===== config.mk =====
export PLATFORM = sky130hd
export DESIGN_NAME = ppp_async_escaper
export DESIGN_NICKNAME = d
export VERILOG_FILES = /design/src/rtl/ppp_async_escaper.sv
export SDC_FILE = /design/constraint.sdc
export NUM_CORES = 1
export LEC_CHECK = 0
export BUFFER_PORTS_ARGS = -buffer_cell sky130_fd_sc_hd__buf_4
export CORE_UTILIZATION = 56
export DETAILED_ROUTE_END_ITERATION = 8
export PLACE_DENSITY = 0.93
export SLEW_MARGIN = 20
export SYNTH_ARGS = -nofsm -noshare
export SYNTH_HDL_FRONTEND = slang
export SYNTH_SLANG_ARGS = --single-unit

===== constraint.sdc =====
create_clock -name clk -period 4 [get_ports clk]
set_clock_uncertainty 0.05 [all_clocks]
set_input_delay 1 -clock clk [delete_from_list [all_inputs] [get_ports clk]]
set_output_delay 1 -clock clk [all_outputs]
set_load 0.1 [all_outputs]

===== src/rtl/ppp_async_escaper.sv =====
module ppp_async_escaper #(
  parameter int N_EXTRA = 4
) (
  input  logic                 clk,
  input  logic                 rst_n,
  input  logic [31:0]          cfg_accm,
  input  logic [8*N_EXTRA-1:0] cfg_extra,
  input  logic [N_EXTRA-1:0]   cfg_extra_en,
  input  logic                 cfg_crc32,
  input  logic                 in_valid,
  input  logic [7:0]           in_data,
  input  logic                 in_last,
  output logic                 in_ready,
  output logic                 out_valid,
  output logic [7:0]           out_data,
  input  logic                 out_ready
);
  localparam logic [1:0] S_IDLE = 2'd0, S_DATA = 2'd1, S_CRC = 2'd2, S_CLOSE = 2'd3;
  localparam logic [7:0] FLAG = 8'h7E, ESC = 8'h7D;

  logic [1:0]  st_q, cnt_q;
  logic        esc_pend, mode_q, need_esc, take;
  logic [7:0]  esc_byte, src, crc_byte;
  logic [31:0] crc_q, crc_tx;
  logic [N_EXTRA-1:0] xhit;

  function automatic logic [31:0] crc_step(input logic [31:0] c, input logic [7:0] d, input logic m32);
    logic [31:0] r;
    logic fb;
    r = m32 ? c : {16'h0, c[15:0]};
    for (int i = 0; i < 8; i++) begin
      fb = r[0] ^ d[i];
      r  = r >> 1;
      if (fb) r = r ^ (m32 ? 32'hEDB88320 : 32'h00008408);
    end
    return r;
  endfunction

  assign crc_tx   = ~crc_q;
  assign crc_byte = 8'(crc_tx >> {cnt_q, 3'b000});
  assign src      = (st_q == S_DATA) ? in_data : (st_q == S_CRC) ? crc_byte : FLAG;

  for (genvar i = 0; i < N_EXTRA; i++) begin : g_extra
    assign xhit[i] = cfg_extra_en[i] && (src == cfg_extra[8*i +: 8]);
  end

  assign need_esc = (st_q == S_DATA || st_q == S_CRC) &&
                    (src == FLAG || src == ESC || (src[7:5] == 3'b000 && cfg_accm[src[4:0]]) || |xhit);

  assign out_valid = esc_pend || st_q[1] || in_valid;
  assign out_data  = esc_pend ? esc_byte : need_esc ? ESC : src;
  assign take      = out_valid && out_ready && !esc_pend;
  assign in_ready  = (st_q == S_DATA) && !esc_pend && out_ready;

  always_ff @(posedge clk) begin
    if (!rst_n) begin
      st_q     <= S_IDLE;
      cnt_q    <= 2'd0;
      esc_pend <= 1'b0;
      esc_byte <= 8'h00;
      crc_q    <= '1;
      mode_q   <= 1'b0;
    end else begin
      if (esc_pend && out_ready) esc_pend <= 1'b0;
      if (take) begin
        if (need_esc) begin
          esc_pend <= 1'b1;
          esc_byte <= src ^ 8'h20;
        end
        case (st_q)
          S_IDLE: begin
            st_q   <= S_DATA;
            mode_q <= cfg_crc32;
            crc_q  <= '1;
          end
          S_DATA: begin
            crc_q <= crc_step(crc_q, in_data, mode_q);
            if (in_last) begin
              st_q  <= S_CRC;
              cnt_q <= 2'd0;
            end
          end
          S_CRC: begin
            if (cnt_q == (mode_q ? 2'd3 : 2'd1)) st_q <= S_CLOSE;
            else cnt_q <= cnt_q + 2'd1;
          end
          default: st_q <= S_IDLE;
        endcase
      end
    end
  end
endmodule



; After elaboration in Yosys (flattened, before gate mapping)
; Cells that the tools add are included.
[word_totals]
register_bits = 46
elab_cells = 115
input_bits = 82
output_inout_bits = 10
[classes]
shift = 1
addsub = 1
n_reduce_logical = 28
n_bitwise = 18
order_cmp = 1
mux = 48
n_eq_ne = 12
[op_table]
columns = op, count
row1 = 2-to-1 mux 32 bit, 31
row2 = bitwise XOR 31 x 32 -> 32 bit, 8
row3 = case mux 32 bit (2 select lines), 1
row4 = == test 8 bit, 4
row5 = 2-to-1 mux 8 bit, 4
row6 = NOT 32 bit, 1
row7 = >> shifter 32 x 5 -> 8 bit, 1
row8 = == test 8 x 7 -> 1 bit (second input constant), 2
row9 = logical AND 1 bit, 11
row10 = 2-to-1 mux 2 bit, 5
row11 = bitwise XOR 1 bit, 8
row12 = logical OR 1 bit, 6
row13 = less-than comparator 5 x 6 -> 1 bit (second input constant), 1
row14 = case mux 2 bit (3 select lines), 1
row15 = AND reduction 2 bit, 3
row16 = binary-select mux 1 bit (select 5 bit), 1
row17 = 2-to-1 mux 1 bit, 4
row18 = != test 2 bit (second input constant), 2
row19 = case mux 2 bit (2 select lines), 1
row20 = AND reduction 4 bit, 1
row21 = nonzero test 2 bit, 2
row22 = OR reduction 4 bit, 1
row23 = zero test 3 bit, 1
row24 = AND reduction 3 bit, 1
row25 = 8 further kinds, 8

; Longest topological paths before layout
[logic_depth]
depth_word = 39
mapped_depth = 15
ltp_nobuf = 11

; Least setup slack after synthesis
; OpenSTA, ideal clock, no wires.
[synth_path]
path_kind = input port to output port
from = input in_data[1]
to = output out_data[0]
path_slack_ns = -0.391
t_arrival_ns = 3.341
path_stages = 10
t_required_ns = 2.950
n_path_buf = 2
path_cell_list = nand2b_1 clkbuf_1 nand2_1 buf_2 a211oi_1 a21oi_1 o2111ai_1 nand4_2 o21ai_1 o211ai_1
[synth_via]
elab_chain_cells = 9
elab_cells_between_ends = 21
cone_classes = 6 x eq/ne / 5 x mux / 10 x reduce/logical
[synth_lines]
columns = item, line
row1 = start: declaration, 11  ; input logic [7:0] in_data,
row2 = 2-to-1 mux 8 bit (*), 41  ; assign src = (st_q == S_DATA) ? in_data : (st_q == S_CRC) ? crc_byte : FLAG;
row3 = binary-select mux 1 bit (select 5 bit), 48  ; (src == FLAG || src == ESC || (src[7:5] == 3'b000 && cfg_accm[src[4:0]]) || |xhit);
row4 = 2-to-1 mux 1 bit (not written as such), 48
row5 = logical AND 1 bit, 48
row6 = logical OR 1 bit, 48
row7 = logical OR 1 bit (*), 48
row8 = logical AND 1 bit (*), 47  ; assign need_esc = (st_q == S_DATA || st_q == S_CRC) &&
row9 = 2-to-1 mux 8 bit (*) (2 in series), 51  ; assign out_data = esc_pend ? esc_byte : need_esc ? ESC : src;
row10 = end: declaration, 15  ; output logic [7:0] out_data,
; Mark *: on every way between the ends. The rest lies on a longest branch, timed or not. The select of a mux whose other input is x is not followed.

; Worst setup path in the final report
[layout_path]
from = register st_q[1]
to = output out_data[6]
[layout_via]
elab_chain_cells = 11
elab_cells_between_ends = 26
cone_classes = 8 x eq/ne / 6 x mux / 12 x reduce/logical
[layout_lines]
columns = item, line
row1 = start: declaration, 21  ; logic [1:0] st_q, cnt_q;
row2 = start signal: assignment, 57  ; st_q <= S_IDLE;
row3 = start signal: assignment, 72  ; st_q <= S_DATA;
row4 = start signal: assignment, 79  ; st_q <= S_CRC;
row5 = == test 2 bit, "41, 47"
row6 = 2-to-1 mux 8 bit (2 in series), 41
row7 = binary-select mux 1 bit (select 5 bit), 48
row8 = 2-to-1 mux 1 bit (not written as such), 48
row9 = logical AND 1 bit, 48
row10 = logical OR 1 bit (2 in series), 48
row11 = logical AND 1 bit, 47
row12 = 2-to-1 mux 8 bit (*) (2 in series), 51
; Marks and branches as above.

==> run metrics <==
GP Congestion 1.00; Lkg Pwr roughly 2.5 nW; CP Capture Type output port; Setup crit start st_q[1]; clk slew on worst S/H paths 0.10 ns; Power Total approximately 1.9 mW; IO buf count 91; finished layout cell area 6300 µm²; YS warnings 0; WS Path Type reg2out; RSZ-0062 raised after global routing true; 1st-pass router iterations 9; Post-synth EDFFs 0; pin count of the biggest net entering global routing 55; commonest non-fill, non-tap cell in the layout buf_4; Final Setup Violations 8; Final Hold Fails 0; Hold Path Class reg2reg; worst hold slack 0.454 ns; mapped cell area between 4000 and 5000 µm²; DR WL/cell 27.6 µm; fin crit share 116%; global-route wire length before repair 28600 µm; Die Wd 90.2 µm; layout cells sized above 1 39.5%; Adder-Cell Fraction of Synth Area 1.15%; Critical Path Sink out_data[6]; Post-Synth XOR/XNOR Area 23.1%; Post-DRT Antenna Nets 0; crit path time final approximately 4.6 ns; antenna violations before repair 0; vias per cell 7.30; DRC Markers 106; H-tree depth 2; Gate Count Post-Synth 550; area post-placement 5530 µm²; Area growth syn-to-layout 44.7%; Clock Path Buffers 2; post-place setup slack -0.258 ns; multiplexer share of the synthesized area approximately 8.1%; GRT Util Overall 44.8%; Critical Path RT between 2 and 3 ns; Critical R2R Launch st_q[1]; hold path depth 2; commonest cells after routing, fill and taps aside buf_4, nand2_1, xnor2_1; diode count 0; Slew Limit Headroom about a third; Peak Freq roughly 0.22 GHz; Detailed Place HPWL 11000 µm; pwr dens around 300 nW/µm²; Synthesized Nets ~640; ys flop type dfxtp_1; Synth Area in Compound Gates between 10% and 20%; failing checks DRC, setup timing; Worst-Margin Slew 1.00 ns; I/O pin count 92; number of global-route vias before repair 5433; sequential share of the synthesized area roughly a fifth; post-route insts no fill 798; R2R Path End esc_byte[0]; initial drt markers 1295; Core Rows 31; clock root buffer clkbuf_8; largest family of logic cells by synthesized area XOR/XNOR gates; Remaining Overflow, GRT 0; Max Cap Violations 0; CP Launch Type register; Worst Path Max Fanout 8; Die Span Y 90.2 µm; Worst R2R Path Depth 13; dpl cells 772; Register-to-Register Setup Slack roughly 0.30 ns; PnR worst setup slack -0.630 ns; async set or reset register ratio after synthesis 0%; Synth Area in Simple Gates 22.1%; # hold bufs at CTS 0; Peak VDD IR 0.000180 V; Via Count 5827; status finished, violations left; final wirelength 22000 µm; Clock Latency Late Sink approximately 0.33 ns; die area roughly 8000 µm²; Core Box Area 7370 µm²; Yosys reg bits 46; Mean Syn Cell Area 7.92 µm²; CP arrival 3.58 ns; CTS tree yes; max-slew violations 0; Layout Nets 784; cts bufs inserted 5; Starting Density 59.1%; CTS sink count 46; Netlist cell types 70
-- worst max-delay path, stage by stage, from the launching register on --
cell      delay [ns]
dfxtp_4         0.40
inv_4           0.05
ha_4            0.16
or3b_4          0.47
o22a_4          0.29
a31oi_1         0.37
a22oi_2         0.16
o2111a_1        0.27
nand4_1         0.18
nand4_4         0.15
o21ai_4         0.28
o211ai_1        0.20
buf_6           0.25
-- what timing repair did --
action | in CTS | in global routing
gates cloned | 0 | 0
setup buffers | 7 | 13
pin swaps | 29 | 29
gates resized for setup | 72 | 43
setup endpoints to repair | 8 | 8
hold endpoints to repair | 0 | 0
-- where the power goes --
group / internal [mW] / switching [mW]
clock network: 0.188 / 0.197
registers: 0.472 / 0.0277
logic: 0.414 / 0.577
total: 1.07 / 0.802
-- cells by family after synthesis --
group | Yosys count
DFF | 46
and+or+nand+nor | 197
xor gates and xnor gates | 104
AOI/OAI and AO/OA | 124
buffers and inverters | 44
adders and majority gates | 4
muxes | 31
-- registers in the layout, summed over array words and instances, names as in the netlist --
register  count
cnt_q         2
esc_byte      8
crc_q        32
st_q          2
esc_pend      1
mode_q        1
-- layer usage --
layer  vias to the layer above  global-route usage (%)  wire length, µm
met5                         -                       0               41
met4                         2                    32.5             2770
met3                       324                    12.2             3270
met2                       734                    71.9             9220
met1                      2552                    51.0             6720
li1                       2215                       -                -
-- through the flow --
| stage | setup TNS (ns) | util [%] |
|---|---|---|
| 6_report | -4.63 | 85.5 |
| 5_1_grt | -5.52 | 85.5 |
| 4_1_cts | -1.91 | 81.8 |
| 3_5_place_dp | -1.75 | 75.0 |
| 3_3_place_gp | -0.284 | 75.0 |
| 2_1_floorplan | -0.561 | - |
-- final cells by class --
| type | count | area (µm²) |
|---|---|---|
| Clock buffer | 5 | 68.8 |
| Clock inverter | 3 | 43.8 |
| Fill cell | 354 | 1070 |
| Inverter | 8 | 40.0 |
| Multi-Input combinational cell | 460 | 3630 |
| Sequential cell | 46 | 933 |
| Tap cell | 99 | 124 |
| Timing Repair Buffer | 177 | 1460 |
-- worst min-delay path by stage --
stage / from / end
after CTS: esc_byte[7] / esc_byte[7]
after global routing: esc_byte[3] / esc_byte[3]
after global placement: esc_byte[7] / esc_byte[7]
final: esc_byte[7] / esc_byte[7]
after floorplan: esc_byte[7] / esc_byte[7]
after detailed placement: esc_byte[7] / esc_byte[7]
-- synth_stat cells, drive strengths merged, types with 4 or more instances --
cell type   n  share of area (%)
xor2       21                4.7
dfxtp      46                 21
ha          4                1.1
o21ai      36                4.3
buf        15                2.7
nor2b       7                1.0
o22ai      19                3.0
nand4       5               0.86
a21oi      22                2.5
a211oi      8                1.4
o211ai      4               0.69
xnor2      83                 18
nand2b      5               0.72
and3       17                2.4
nand2      92                7.9
inv         8               0.69
nor2       26                2.4
clkbuf     21                1.8
nor3b       4               0.69
mux2i      28                7.0
a21boi      7                1.2
nand3      10                1.1
nor3       10                1.1
a31oi       5               0.72
or3         4               0.57
Note: power is estimated with default switching activity, not from simulation.
